===== src/rtl/pvc_pkg.sv =====
package pvc_pkg;

    localparam int TGT_W  = 5;   // rounded target 1..16
    localparam int ODD_W  = 3;   // odd selector 0..4
    localparam int KSH_W  = 3;   // trailing zeros of target 0..4
    localparam int HIGH_W = 4;   // leading one plus three bits
    localparam int SMALL_EXP = 2;
    localparam int SMALL_LIMIT_POS = 5;  // leading one at bit 5 or above -> table path

    typedef enum logic {
        RANGE_SMALL = 1'b0,
        RANGE_LARGE = 1'b1
    } range_e;

    typedef struct packed {
        logic [ODD_W-1:0] odd_sel;
        logic [KSH_W-1:0] ksh;
    } target_split_t;

    // Round the normalised high value up to the allowed target.
    function automatic logic [TGT_W-1:0] round_target(logic [HIGH_W-1:0] q, range_e cls);
        logic [TGT_W-1:0] t;
        if (cls == RANGE_SMALL) begin
            t = TGT_W'(q) + TGT_W'(1);
        end else begin
            case (q)
                4'd8:          t = 5'd9;
                4'd9:          t = 5'd10;
                4'd10, 4'd11:  t = 5'd12;
                4'd12, 4'd13:  t = 5'd14;
                default:       t = 5'd16;
            endcase
        end
        return t;
    endfunction

    // Split target into odd factor selector and power-of-two part.
    function automatic target_split_t split_target(logic [TGT_W-1:0] t);
        target_split_t r;
        logic [KSH_W-1:0] tz;
        logic found;
        tz = '0;
        found = 1'b0;
        for (int i = 0; i < TGT_W; i++) begin
            if (!found) begin
                if (t[i]) found = 1'b1;
                else      tz = tz + KSH_W'(1);
            end
        end
        r.ksh = tz;
        r.odd_sel = ODD_W'((t >> tz) >> 1);
        return r;
    endfunction

endpackage


===== src/rtl/pvc_lead_one.sv =====
module pvc_lead_one #(
    parameter int W     = 32,
    parameter int POS_W = $clog2(W)
) (
    input  logic [W-1:0]     vec,
    output logic [POS_W-1:0] pos
);
    // Highest set bit wins; zero input reports position 0.
    always_comb begin
        pos = '0;
        for (int i = 0; i < W; i++) begin
            if (vec[i]) pos = POS_W'(i);
        end
    end
endmodule


===== src/rtl/pvc_round.sv =====
module pvc_round
    import pvc_pkg::*;
#(
    parameter int CNT_W = 32,
    parameter int POS_W = $clog2(CNT_W)
) (
    input  logic [CNT_W-1:0] count,
    input  logic [POS_W-1:0] msb_pos,
    output logic [TGT_W-1:0] target,
    output logic [POS_W-1:0] expo
);
    range_e              cls;
    logic [HIGH_W-1:0]   high;

    always_comb begin
        cls  = (msb_pos >= POS_W'(SMALL_LIMIT_POS)) ? RANGE_LARGE : RANGE_SMALL;
        expo = (cls == RANGE_LARGE) ? (msb_pos - POS_W'(HIGH_W - 1)) : POS_W'(SMALL_EXP);
        high = count[expo +: HIGH_W];
        target = round_target(high, cls);
    end

    // on the table path the normalised high value carries its leading one
    always_comb begin
        a_r6_high_norm: assert (cls == RANGE_SMALL || high[HIGH_W-1]);
    end
endmodule


===== src/rtl/pvc_encode.sv =====
module pvc_encode
    import pvc_pkg::*;
#(
    parameter int CNT_W   = 32,
    parameter int POS_W   = $clog2(CNT_W),
    parameter int SHIFT_W = $clog2(CNT_W + 1),
    parameter int PAD_W   = CNT_W + 1
) (
    input  logic [TGT_W-1:0]   target,
    input  logic [POS_W-1:0]   expo,
    output logic [PAD_W-1:0]   padded,
    output logic [ODD_W-1:0]   odd_sel,
    output logic [SHIFT_W-1:0] shift
);
    target_split_t sp;

    always_comb begin
        sp      = split_target(target);
        padded  = PAD_W'(target) << expo;
        odd_sel = sp.odd_sel;
        shift   = SHIFT_W'(expo) + SHIFT_W'(sp.ksh);
    end
endmodule


===== src/rtl/vtx_pad_calc.sv =====
module vtx_pad_calc
    import pvc_pkg::*;
#(
    parameter int CNT_W = 32,
    localparam int POS_W   = $clog2(CNT_W),
    localparam int SHIFT_W = $clog2(CNT_W + 1),
    localparam int PAD_W   = CNT_W + 1
) (
    input  logic               clk,
    input  logic               rst,
    input  logic               in_valid,
    input  logic [CNT_W-1:0]   in_count,
    output logic               out_valid,
    output logic [PAD_W-1:0]   out_padded,
    output logic [ODD_W-1:0]   out_odd_sel,
    output logic [SHIFT_W-1:0] out_shift
);
    logic [POS_W-1:0]   msb_pos;
    logic [TGT_W-1:0]   target;
    logic [POS_W-1:0]   expo;
    logic [PAD_W-1:0]   pad_c;
    logic [ODD_W-1:0]   odd_c;
    logic [SHIFT_W-1:0] shift_c;

    pvc_lead_one #(.W(CNT_W), .POS_W(POS_W)) u_lead (
        .vec (in_count),
        .pos (msb_pos)
    );

    pvc_round #(.CNT_W(CNT_W), .POS_W(POS_W)) u_round (
        .count   (in_count),
        .msb_pos (msb_pos),
        .target  (target),
        .expo    (expo)
    );

    pvc_encode #(.CNT_W(CNT_W), .POS_W(POS_W), .SHIFT_W(SHIFT_W), .PAD_W(PAD_W)) u_enc (
        .target  (target),
        .expo    (expo),
        .padded  (pad_c),
        .odd_sel (odd_c),
        .shift   (shift_c)
    );

    always_ff @(posedge clk) begin
        if (rst) begin
            out_valid   <= 1'b0;
            out_padded  <= '0;
            out_odd_sel <= '0;
            out_shift   <= '0;
        end else begin
            out_valid <= in_valid;
            if (in_valid) begin
                out_padded  <= pad_c;
                out_odd_sel <= odd_c;
                out_shift   <= shift_c;
            end
        end
    end

    // reset clears the outputs
    a_r1_reset_idle: assert property (@(posedge clk)
        rst |=> (!out_valid && out_padded == '0 && out_odd_sel == '0 && out_shift == '0));

    // pulse follows the strobe by one cycle
    a_r2_pulse: assert property (@(posedge clk) disable iff (rst)
        in_valid |=> out_valid);
    a_r2_quiet: assert property (@(posedge clk) disable iff (rst)
        !in_valid |=> !out_valid);

    // result is strictly above the count
    a_r3_above: assert property (@(posedge clk) disable iff (rst)
        in_valid |=> (out_padded > $past(PAD_W'(in_count))));

    // result shape
    a_r4_shape: assert property (@(posedge clk) disable iff (rst)
        out_valid |-> (out_padded[1:0] == 2'b00 && out_odd_sel <= ODD_W'(4)
                       && out_shift >= SHIFT_W'(2)));

    // outputs hold without a strobe
    a_r9_hold: assert property (@(posedge clk) disable iff (rst)
        !in_valid |=> ($stable(out_padded) && $stable(out_odd_sel) && $stable(out_shift)));
endmodule


===== config.mk =====
export PLATFORM = sky130hd
export DESIGN_NAME = vtx_pad_calc
export DESIGN_NICKNAME = d
export VERILOG_FILES = /design/src/rtl/pvc_pkg.sv /design/src/rtl/pvc_lead_one.sv /design/src/rtl/pvc_round.sv /design/src/rtl/pvc_encode.sv /design/src/rtl/vtx_pad_calc.sv
export SDC_FILE = /design/constraint.sdc
export NUM_CORES = 1
export LEC_CHECK = 0
export ABC_AREA = 1
export BUFFER_PORTS_ARGS = -buffer_cell sky130_fd_sc_hd__buf_2
export CORE_MARGIN = 2
export CORE_UTILIZATION = 60
export DETAILED_ROUTE_END_ITERATION = 8
export PLACE_DENSITY_LB_ADDON = 0.12
export SYNTH_ARGS = -nofsm -noshare
export SYNTH_HDL_FRONTEND = slang
export SYNTH_SLANG_ARGS = --single-unit
export TNS_END_PERCENT = 50

===== constraint.sdc =====
create_clock -name clk -period 17.05 [get_ports clk]
set_input_delay 1.705 -clock clk [delete_from_list [all_inputs] [get_ports clk]]
set_output_delay 1.705 -clock clk [all_outputs]
set_load 0.02 [all_outputs]

==> results of run 1 <==
[worst max-delay path by stage]
stage	cells past startpoint	end	slack, ns	start
floorplan	71	out_shift[4]$_SDFFE_PP0P_	9.49	in_count[2]
global placement	69	out_shift[4]$_SDFFE_PP0P_	8.31	in_count[1]
detailed placement	70	out_shift[4]$_SDFFE_PP0P_	8.01	in_count[2]
CTS	70	out_shift[4]$_SDFFE_PP0P_	8.30	in_count[2]
global route	70	out_shift[4]$_SDFFE_PP0P_	7.21	in_count[2]
finish	70	out_shift[4]$_SDFFE_PP0P_	8.27	in_count[2]
[power breakdown]
| part | switching [mW] | internal (mW) |
|---|---|---|
| Combinational | 0.124 | 0.0627 |
| Sequential | 0.00301 | 0.107 |
| Clock | 0.0344 | 0.0436 |
| Total | 0.162 | 0.214 |
[layout make-up]
cell class                 count  area (µm²)
timing repair buffer          78         393
tap                           80         100
sequential                    43         861
fill                         663        2190
inverter                      73         277
multi-input combinational    546        2780
clock inverter                 3        43.8
clock buffer                   5        68.8
[flip-flops by register name (all words and copies together), names as in the netlist]
register,cells
out_shift,6
out_valid,1
out_odd_sel,3
out_padded,33
[metal layers]
metal / up-vias / wire, µm
li1: 2360 / -
met1: 2116 / 4670
met2: 192 / 5610
met3: 33 / 617
met4: 0 / 332
met5: - / 0
[logic make-up after synthesis]
kind of cell,Yosys count,share of synthesized area [%]
xor gates and xnor gates,4,0.851
adders and majority gates,12,3.83
DFF,43,20.9
AOI/OAI and AO/OA,97,14.5
and+or+nand+nor,433,48.5
buffers and inverters,104,11.5
[critical path: cells and delay by family]
| family | cells | cell delay [ns] |
|---|---|---|
| xor gates and xnor gates | 1 | 0.15 |
| buffers and inverters | 8 | 0.97 |
| and+or+nand+nor | 53 | 4.39 |
| AOI/OAI and AO/OA | 3 | 0.37 |
| adders and majority gates | 5 | 1.35 |
[cells in the final DEF (no fill, tap or decap), types with 3 or more instances in the layout]
| cell type | count |
|---|---|
| inv_1 | 62 |
| nor2_2 | 3 |
| a21oi_1 | 46 |
| nand4_1 | 22 |
| nand3_1 | 75 |
| o21ai_0 | 15 |
| nand3_2 | 13 |
| clkbuf_8 | 5 |
| inv_2 | 8 |
| nor2_1 | 59 |
| a21oi_2 | 3 |
| nand2_2 | 15 |
| o21ai_1 | 10 |
| ha_1 | 11 |
| xor2_1 | 4 |
| nand2_1 | 232 |
| o21ai_2 | 9 |
| nand2_4 | 4 |
| dfxtp_1 | 43 |
| buf_2 | 77 |
[per-stage QoR]
stage / power [mW] / cells
floorplan: 0.258 / 693
global placement: 0.292 / 820
detailed placement: 0.298 / 820
CTS: 0.375 / 828
global route: 0.406 / 828
finish: 0.376 / 828
==> summary.md, run 1 <==
| Metric | Value |
|---|---|
| Vias in the first global route | `4,143` |
| Worst Skew | `0 ns` |
| Crit-path max FO | `29` |
| # rows | `30` |
| Cell Area, Placed | `4410 µm²` |
| Clock Sinks | `43` |
| Core area | `6720 µm²` |
| Power per cell area | `83.0 nW/µm²` |
| Worst R2R End | `out_padded[16]$_SDFFE_PP0P_` |
| Slew Viols, Final | `0` |
| Slew @ Worst Pin | `1.12 ns` |
| Post-synth EDFFs | `0` |
| Routed via count | `4,701` |
| Post-CTS Setup Inserts | `0` |
| Startpoint types | `input port` |
| DRC | `0` |
| Setup violators final | `0` |
| Largest area contributor in the netlist | `nand2_1` |
| Slowest-stage cell, CP | `inv_1` |
| Dpl ws | `8.01 ns` |
| Clock period minus worst slack | `8.78 ns` |
| Critical hold path startpoint | `out_shift[1]$_SDFFE_PP0P_` |
| Number of vias per cell | `5.68` |
| Slew margin rel. | `24.8%` |
| Port Buffer Count | `77` |
| Max cap viols | `0` |
| Clock latency on the worst-skew pair | `0.29 ns` |
| # nets final | `794` |
| Final hold violations | `0` |
| Syn_area_per_cell | `5.94 µm²` |
| Worst Setup Slack, final | `8.27 ns` |
| TritonCTS buffer count | `5` |
| Initial antenna violation count | `0` |
| Part of the cycle the worst path needs | `51.5%` |
| Most Frequent Cell on Critical Path | `nand2_1` |
| Met2 Track Usage GR | `54.1%` |
| Synth top area cells | `nand2_1 (21%), dfxtp_1 (21%), nand3_1 (9.1%)` |
| Final hold slack | `0.458 ns` |
| Status | `finished, final reports clean` |
| Synth-to-Final Area Change | `9.97%` |
| Critical path class | `input port to register` |
| CTS Root Cell | `clkbuf_8` |
| Die footprint | `7540 µm²` |
| Crit-path max cell delay | `0.45 ns` |
| Post-DP HPWL | `8610 µm` |
| WP data required | `17.24 ns` |
| Synthesized flop and latch total | `43` |
| Pin count of the biggest net entering global routing | `44` |
| Clock Pin Slew Worst Setup and Hold Paths | `0.08 ns` |
| Post-Syn Instances | `693` |
| Final instance area | `4530 µm²` |
| ANT cells | `0` |
| Origin of the critical flop-to-flop path | `out_padded[16]$_SDFFE_PP0P_` |
| Top cells by count, synth | `nand2_1 (232), nand3_1 (75), inv_1 (62), nor2_1 (59), a21oi_1 (46)` |
| Global-route met1 utilization | `36.9%` |
| Post-synth top flop | `dfxtp_1` |
| Hold Path Depth | `2` |
| CTS H-tree lvls | `2` |
| Count leader, synth | `nand2_1` |
| First-pass GRT wire length | `18,600 µm` |
| Netlist cell types | `43` |
| DR pass1 iterations | `5` |
| Pleak | `2.35 nW` |
| WP data arrival | `8.97 ns` |
| Post-CTS Hold Buffers | `0` |
| Clock buffer depth | `2` |
| Post_cts resized | `0` |
| RSZ-0062 raised after global routing | `no` |
| Synth top area share | `21.2%` |
| Gr usage total | `29.9%` |
| Die Ht | `86.8 µm` |
| Hold Path Sink | `out_shift[1]$_SDFFE_PP0P_` |
| I/O pins | `78` |
| GR peak layer | `met2` |
| GR Layer Usage met3 | `2.29%` |
| WL/cell | `13.6 µm` |
| Die width | `86.8 µm` |
| Routed WL | `11,200 µm` |
| Fmax | `0.114 GHz` |
| Sequential share of the synthesized area | `20.9%` |
| Max VDD drop | `0.0400 mV` |
| DRT antenna net count | `0` |
| Layout cells sized above 1 | `20.5%` |
| Worst R2R Path Depth | `2` |
| Utilization after layout | `67.4%` |
| Setup TNS | `0 ns` |
| Hold Crit Class | `register to register` |
| Ys async rst share | `0%` |
| CTS tree | `built` |
| Initial Util | `61.2%` |
| Worst setup EP type | `register` |
| GRT overflow | `0` |
| Yosys warnings | `0` |
| Syn_nets | `740` |
| Initial DRC count | `273` |
| Gp weighted congestion | `0.928` |
| Reg2Reg Setup Slack | `16.32 ns` |
| Cell area after synthesis | `4120 µm²` |
(Power assumes the default switching activity.)
==> inputs of run 2 (changes only) <==
- ABC_AREA: 1 -> 0
- CORE_UTILIZATION: 60 -> 57
- clock period: 17.05 -> 8.3 ns (I/O delays scaled with it)
==> summary.md, run 2 <==
| Metric | Value |
|---|---|
| Cell area after synthesis | `4210 µm² (+2.2%)` |
| Port Buffer Count | `77 (unchanged)` |
| Initial Util | `58.3% (-2.9 points)` |
| CTS Root Cell | `clkbuf_8` |
| Origin of the critical flop-to-flop path | `out_padded[17]$_SDFFE_PP0P_` |
| Final instance area | `4810 µm² (+6.4%)` |
| CTS H-tree lvls | `2 (unchanged)` |
| Fmax | `0.127 GHz` |
| Largest area contributor in the netlist | `dfxtp_1` |
| Largest family of logic cells by synthesized area | `compound AO/OA/AOI/OAI gates` |
| Simple-Gate Fraction of Synth Area | `26.4% (-22 points)` |
| GR peak layer | `met2` |
| Synth-to-Final Area Change | `14.4%` |
| RSZ-0062 raised after global routing | `no` |
| Max cap viols | `0 (unchanged)` |
| Crit-path max FO | `14 (-52%)` |
| CP Buf/Inv Count | `3 (-5)` |
| Slew Viols, Final | `0 (unchanged)` |
| Clock Sinks | `43 (unchanged)` |
| Slowest-stage cell, CP | `or4_1` |
| Netlist cell types | `88 (+100%)` |
| Clock period minus worst slack | `7.88 ns` |
| Clock latency on the worst-skew pair | `0.29 ns (about the same)` |
| GR Layer Usage met3 | `10.5% (+8.2 points)` |
| DR pass1 iterations | `8 (+3)` |
| WL/cell | `20.4 µm (+50%)` |
| Die footprint | `8090 µm² (+7.3%)` |
| Routed via count | `5,049 (+7.4%)` |
| Most common cell after layout, fill and taps aside | `buf_2` |
| Synth Area in Compound Gates | `36.1% (+22 points)` |
| Met2 Track Usage GR | `54.9% (+0.86 points)` |
| Most Frequent Cell on Critical Path | `nor2_1` |
| Slew @ Worst Pin | `0.793 ns (-0.331 ns)` |
| I/O pins | `78 (unchanged)` |
| Core area | `7210 µm² (+7.4%)` |
| Hold Crit Class | `register to register` |
| Part of the cycle the worst path needs | `95.0%` |
| Critical hold path startpoint | `out_padded[14]$_SDFFE_PP0P_` |
| Dpl ws | `0.0299 ns (-7.98 ns)` |
| Largest reg by FF count | `out_padded` |
| Critical path class | `input port to register` |
| Setup violators final | `0 (unchanged)` |
| # nets final | `676 (-15%)` |
| CP delay by family, top | `simple AND/OR/NAND/NOR gates` |
| Post-synth top flop | `dfxtp_1` |
| Max VDD drop | `0.153 mV (+280%)` |
| Layout cells sized above 1 | `22.4% (+1.9 points)` |
| # rows | `31 (+3.3%)` |
| First-pass GRT wire length | `23,700 µm (+28%)` |
| Commonest cells after routing, fill and taps aside | `buf_2 (77), nor2_1 (63), nand2_1 (58), dfxtp_1 (43), a21oi_1 (30)` |
| Routed WL | `14,900 µm (+32%)` |
| WP data required | `8.48 ns (-8.76 ns)` |
| Synth Area in XOR/XNOR | `0.833% (-0.019 points)` |
| Slew margin rel. | `46.6% (+22 points)` |
| Die width | `89.9 µm (+3.6%)` |
| Number of vias per cell | `6.93 (+22%)` |
| DRC | `0 (unchanged)` |
| Synth top area share | `20.5% (-0.70 points)` |
| Syn_nets | `611 (-17%)` |
| Worst Skew | `0 ns (unchanged)` |
| Top cells by count, synth | `nor2_1 (63), nand2_1 (58), dfxtp_1 (43), a21oi_1 (31), o21ai_0 (22)` |
| Adder-Cell Fraction of Synth Area | `3.75% (-0.084 points)` |
| Yosys warnings | `0 (unchanged)` |
| Count leader, synth | `nor2_1` |
| Clock buffer depth | `2 (unchanged)` |
| Mux cell area share after synthesis | `6.60% (+6.6 points)` |
| Setup TNS | `0 ns (unchanged)` |
| Final hold violations | `0 (unchanged)` |
| CTS tree | `built` |
| DRT antenna net count | `0 (unchanged)` |
| Post-synth EDFFs | `0 (unchanged)` |
| Gp weighted congestion | `0.986 (+6.2%)` |
| Syn_area_per_cell | `7.46 µm² (+26%)` |
| Global-route met1 utilization | `50.2% (+13 points)` |
| Crit. Startpoint | `in_count[23]` |
| Worst setup EP type | `register` |
| Post-CTS Setup Inserts | `0 (unchanged)` |
| Post-DP HPWL | `11,200 µm (+30%)` |
| Post-Syn Instances | `564 (-19%)` |
| Number of flip-flops in the largest register | `33 (unchanged)` |
| GRT overflow | `0 (unchanged)` |
| Pin count of the biggest net entering global routing | `28 (-36%)` |
| Worst Setup Slack, final | `0.417 ns (-7.85 ns)` |
| ANT cells | `0 (unchanged)` |
| WP data arrival | `8.06 ns (-0.91 ns)` |
| Cell Area, Placed | `4680 µm² (+6.0%)` |
| Initial DRC count | `660 (+140%)` |
| Synthesized flop and latch total | `43 (unchanged)` |
| Status | `finished, final reports clean` |
| Initial antenna violation count | `0 (unchanged)` |
| Vias in the first global route | `4,551 (+9.8%)` |
| Die Ht | `89.9 µm (+3.6%)` |
| Clock Pin Slew Worst Setup and Hold Paths | `0.08 ns (about the same)` |
| Synth top area cells | `dfxtp_1 (20%), nor2_1 (5.6%), nand2_1 (5.2%)` |
| Largest registers | `out_padded (33), out_shift (6), out_odd_sel (3)` |
| Gr usage total | `35.8% (+5.8 points)` |
| Crit-path max cell delay | `0.58 ns (+0.13 ns)` |
| Power per cell area | `174 nW/µm² (+110%)` |
| TritonCTS buffer count | `5 (unchanged)` |
| Ys async rst share | `0% (unchanged)` |
| Startpoint types | `input port` |
| Pleak | `2.03 nW (-14%)` |
| Sequential share of the synthesized area | `20.5% (-0.46 points)` |
## run 2: layout make-up
cell class,instances,area (µm²)
flip-flops and latches,43,861
repair buffers,96,528
well taps,99,124
fillers,679,2400
clock buffers,5,68.8
clock inverters,3,43.8
inverters,16,60.1
multi-input cells,467,3130
## run 2: logic make-up (layout without fill, tap and decap cells)
logic type | Yosys count | after routing
buffers and inverters | 54 | 120
DFF | 43 | 43
adders and majority gates | 12 | 12
muxes | 26 | 26
and+or+nand+nor | 224 | 224
xor gates and xnor gates | 4 | 4
AOI/OAI and AO/OA | 201 | 201
## run 2: layer usage
metal | vias to the layer above | routed length [µm]
met4 | 0 | 425
met1 | 2347 | 6200
met3 | 57 | 1850
li1 | 2294 | -
met5 | - | 0
met2 | 351 | 6390
## run 2: worst register-to-register path: cells and delay by family (launching register included)
family	cells	cell delay [ns]
and+or+nand+nor	1	0.04
AOI/OAI and AO/OA	1	0.25
DFF	1	0.34
## run 2: metrics by stage
step	util, %	total power [mW]	hold slack, ns	std cells
2_1_floorplan	-	0.550	0.525	564
3_3_place_gp	64.8	0.651	0.429	721
4_1_cts	66.4	0.821	0.449	729
3_5_place_dp	64.8	0.660	0.438	721
5_1_grt	66.7	0.887	0.472	729
6_report	66.7	0.839	0.445	729
## run 2: path summary, 6_finish.rpt
| check | end | slack, ns | cells past startpoint |
|---|---|---|---|
| worst min-delay path | out_padded[14]$_SDFFE_PP0P_ | 0.45 | 2 |
| worst max register to register | out_padded[17]$_SDFFE_PP0P_ | 7.59 | 2 |
| worst min register to register | out_padded[14]$_SDFFE_PP0P_ | 0.45 | 2 |
| worst max-delay path | out_shift[4]$_SDFFE_PP0P_ | 0.42 | 32 |
## run 2: power by group
group	internal [mW]	leakage [nW]	total, mW	switching [mW]
registers	0.222	0.350	0.229	0.00726
logic	0.164	1.63	0.449	0.285
clock network	0.0896	0.0581	0.161	0.0715
## run 2: timing repair
| item | CTS | global route |
|---|---|---|
| hold buffers | 0 | 0 |
| gates resized for setup | 0 | 7 |
| endpoints found under the setup margin | 0 | 4 |
==> inputs of run 3 (changes only) <==
- CORE_UTILIZATION: 57 -> 58
- SYNTH_HIERARCHICAL: unset -> 1
==> summary.md, run 3 <==
| Metric | Value |
|---|---|
| Status | `finished, final reports clean` |
| WP data arrival | `7.67 ns (-0.39 ns)` |
| Max cap viols | `0 (unchanged)` |
| Number of flip-flops in the largest register | `33 (unchanged)` |
| Hold Crit Class | `register to register` |
| CTS H-tree lvls | `2 (unchanged)` |
| Largest area contributor in the netlist | `dfxtp_1` |
| Crit-path max FO | `32 (+18)` |
| RSZ-0062 raised after global routing | `no` |
| Largest registers | `out_padded (33), out_shift (6), out_odd_sel (3)` |
| Most Frequent Cell on Critical Path | `ha_1` |
| Synth Area in Compound Gates | `21.4% (-15 points)` |
| Post-CTS Hold Buffers | `0 (unchanged)` |
| Crit-path max cell delay | `0.55 ns (-0.03 ns)` |
| Hold Path Depth | `2 (unchanged)` |
| Vias in the first global route | `4,225 (-7.2%)` |
| Syn_area_per_cell | `8.49 µm² (+14%)` |
| Syn_nets | `584 (-4.4%)` |
| ANT cells | `0 (unchanged)` |
| Port Buffer Count | `77 (unchanged)` |
| Synth top area share | `18.9% (-1.5 points)` |
| WP data required | `8.47 ns (about the same)` |
| Slowest-stage cell, CP | `mux4_2` |
| Pleak | `2.19 nW (+7.7%)` |
| I/O pins | `78 (unchanged)` |
| Worst setup EP type | `register` |
| Post_cts resized | `0 (unchanged)` |
| Top cells by count, synth | `nor2_1 (78), mux2i_1 (60), dfxtp_1 (43), nand2_1 (36), inv_1 (24)` |
| Synth top area cells | `dfxtp_1 (19%), mux2i_1 (13%), mux4_2 (6.4%)` |
| Layout cells sized above 1 | `24.3% (+1.9 points)` |
| Final hold violations | `0 (unchanged)` |
| Initial antenna violation count | `0 (unchanged)` |
| Synthesized flop and latch total | `43 (unchanged)` |
| Core area | `7650 µm² (+6.0%)` |
| # fillers | `670 (-1.3%)` |
| Final hold slack | `0.499 ns (+0.0534 ns)` |
| Setup violators final | `0 (unchanged)` |
| Largest family of logic cells by synthesized area | `multiplexers` |
| Sequential share of the synthesized area | `18.9% (-1.5 points)` |
| Pin count of the biggest net entering global routing | `44 (+57%)` |
| Critical path class | `input port to register` |
| Origin of the critical flop-to-flop path | `out_padded[0]$_SDFFE_PP0P_` |
| Clock period minus worst slack | `7.50 ns (-0.381 ns)` |
| First-pass GRT wire length | `21,300 µm (-10%)` |
| Largest reg by FF count | `out_padded` |
| Post-DP HPWL | `9920 µm (-11%)` |
| Gp weighted congestion | `0.965 (-2.1%)` |
| Number of vias per cell | `6.45 (-6.8%)` |
| Gr usage total | `30.9% (-4.9 points)` |
| Reg2Reg Setup Slack | `7.63 ns (+0.04 ns)` |
| Simple-Gate Fraction of Synth Area | `21.2% (-5.2 points)` |
| Die footprint | `8570 µm² (+5.9%)` |
| Routed via count | `4,510 (-11%)` |
| Dpl cells | `691 (-4.2%)` |
| Cell area after synthesis | `4550 µm² (+8.1%)` |
| Yosys warnings | `6 (+6)` |
| Ys async rst share | `0% (unchanged)` |
| Clock buffer depth | `2 (unchanged)` |
| Power per cell area | `166 nW/µm² (-4.7%)` |
| Max VDD drop | `0.130 mV (-15%)` |
| Count leader, synth | `nor2_1` |
| Slew Viols, Final | `0 (unchanged)` |
| Adder-Cell Fraction of Synth Area | `3.74% (-0.0053 points)` |
| Netlist cell types | `89 (+1.1%)` |
| Initial Util | `59.5% (+1.1 points)` |
| Most common cell after layout, fill and taps aside | `nor2_1` |
| Initial DRC count | `420 (-36%)` |
| Post-Syn Instances | `536 (-5.0%)` |
| Worst Skew | `0 ns (unchanged)` |
| Worst R2R Path Depth | `2 (unchanged)` |
| Setup TNS | `0 ns (unchanged)` |
| Synth-to-Final Area Change | `9.33%` |
| GRT overflow | `0 (unchanged)` |
| Layout Cells excl Fill | `699 (-4.1%)` |
| WL/cell | `18.6 µm (-8.7%)` |
| DRC | `0 (unchanged)` |
| Dpl ws | `0.576 ns (+0.546 ns)` |
| CTS Root Cell | `clkbuf_8` |
| Clock latency on the worst-skew pair | `0.30 ns (about the same)` |
| # rows | `32 (+3.2%)` |
| Mux cell area share after synthesis | `25.6% (+19 points)` |
| Final instance area | `4970 µm² (+3.3%)` |
| Post-synth EDFFs | `0 (unchanged)` |
| CTS tree | `built` |
| Utilization after layout | `65.0% (-1.7 points)` |
| Startpoint types | `input port` |
| Part of the cycle the worst path needs | `90.4% (-4.6 points)` |
| Fmax | `0.133 GHz (+5.1%)` |
| Hold Path Sink | `out_padded[9]$_SDFFE_PP0P_` |
| Clock Pin Slew Worst Setup and Hold Paths | `0.09 ns (about the same)` |
| Worst R2R End | `out_padded[0]$_SDFFE_PP0P_` |
| Die width | `92.6 µm (+2.9%)` |
| Synth Area in XOR/XNOR | `0.963% (+0.13 points)` |
| Slew margin rel. | `20.1% (-27 points)` |
| Worst Setup Slack, final | `0.798 ns (+0.381 ns)` |
| DRT antenna net count | `0 (unchanged)` |
| Routed WL | `13,000 µm (-12%)` |
| # nets final | `644 (-4.7%)` |
| DR pass1 iterations | `5 (-3)` |
| Clock Sinks | `43 (unchanged)` |
| Critical hold path startpoint | `out_padded[9]$_SDFFE_PP0P_` |
| Post-CTS Setup Inserts | `0 (unchanged)` |
| Total power | `0.826 mW (-1.6%)` |
| TritonCTS buffer count | `5 (unchanged)` |
| Slew @ Worst Pin | `1.20 ns (+0.406 ns)` |
| Cell Area, Placed | `4880 µm² (+4.3%)` |
| Commonest cells after routing, fill and taps aside | `nor2_1 (78), buf_2 (77), mux2i_1 (60), dfxtp_1 (43), nand2_1 (36)` |
| Die Ht | `92.6 µm (+2.9%)` |
| Post-synth top flop | `dfxtp_1` |
==> run 3: changes by cell type after synthesis, moves of 9 or more <==
cell / before / now
nand2_1: 58 / 36
mux4_2: 1 / 13
a22o_1: 11 / 1
a221oi_1: 14 / 4
nor2_1: 63 / 78
a21oi_1: 31 / 22
o21ai_1: 17 / 3
mux2i_1: 21 / 60
nand3_1: 20 / 9
inv_1: 10 / 24
clkbuf_1: 21 / 9
==> run 3: cell families after synthesis <==
kind of cell | Yosys count
AND/OR/NAND/NOR | 198
multiplexers | 89
AO/OA/AOI/OAI | 125
adder cells (fa/ha/maj) | 13
flip-flops | 43
XOR/XNOR | 5
buffers and inverters | 63
==> run 3: final cells by class <==
type                    instances  area [µm²]  area share, %
clock inverters                 3        26.3          0.528
multi-input cells             430        3310           66.6
well taps                     102         128           2.57
clock buffers                   5        68.8           1.38
flip-flops and latches         43         861           17.3
inverters                      28         108           2.16
repair buffers                 88         468           9.41
==> run 3: worst max-delay path: cells and delay by family <==
family	cells	cell delay [ns]
xor gates and xnor gates	1	0.09
AOI/OAI and AO/OA	9	2.53
and+or+nand+nor	6	1.20
buffers and inverters	3	0.65
adders and majority gates	4	1.10
muxes	4	1.25
==> run 3: worst max-delay path by stage <==
stage	from	end	slack (ns)	cells after the start
2_1_floorplan	in_count[12]	out_shift[3]$_SDFFE_PP0P_	1.11	31
3_3_place_gp	in_count[12]	out_shift[3]$_SDFFE_PP0P_	0.65	32
3_5_place_dp	in_count[12]	out_shift[3]$_SDFFE_PP0P_	0.58	27
4_1_cts	in_count[12]	out_shift[3]$_SDFFE_PP0P_	0.90	32
5_1_grt	in_count[12]	out_shift[3]$_SDFFE_PP0P_	0.33	32
6_report	in_count[24]	out_shift[3]$_SDFFE_PP0P_	0.80	27
==> run 3: layer usage <==
| layer | part of all wire [%] | routed length [µm] | track usage, % | vias to the layer above |
|---|---|---|---|---|
| met3 | 7.7 | 1010 | 5.13 | 28 |
| met4 | 1.8 | 229 | 8.96 | 0 |
| li1 | - | - | - | 2112 |
| met1 | 45 | 5790 | 43.4 | 2146 |
| met5 | 0 | 0 | 0 | - |
| met2 | 46 | 5980 | 48.9 | 224 |
==> run 3: report_power, final <==
| part | switching, mW | internal, mW | leakage (nW) | total [mW] |
|---|---|---|---|---|
| clock | 0.0841 | 0.0621 | 0.0491 | 0.146 |
| sequential | 0.00772 | 0.222 | 0.348 | 0.229 |
| combinational | 0.263 | 0.187 | 1.79 | 0.450 |
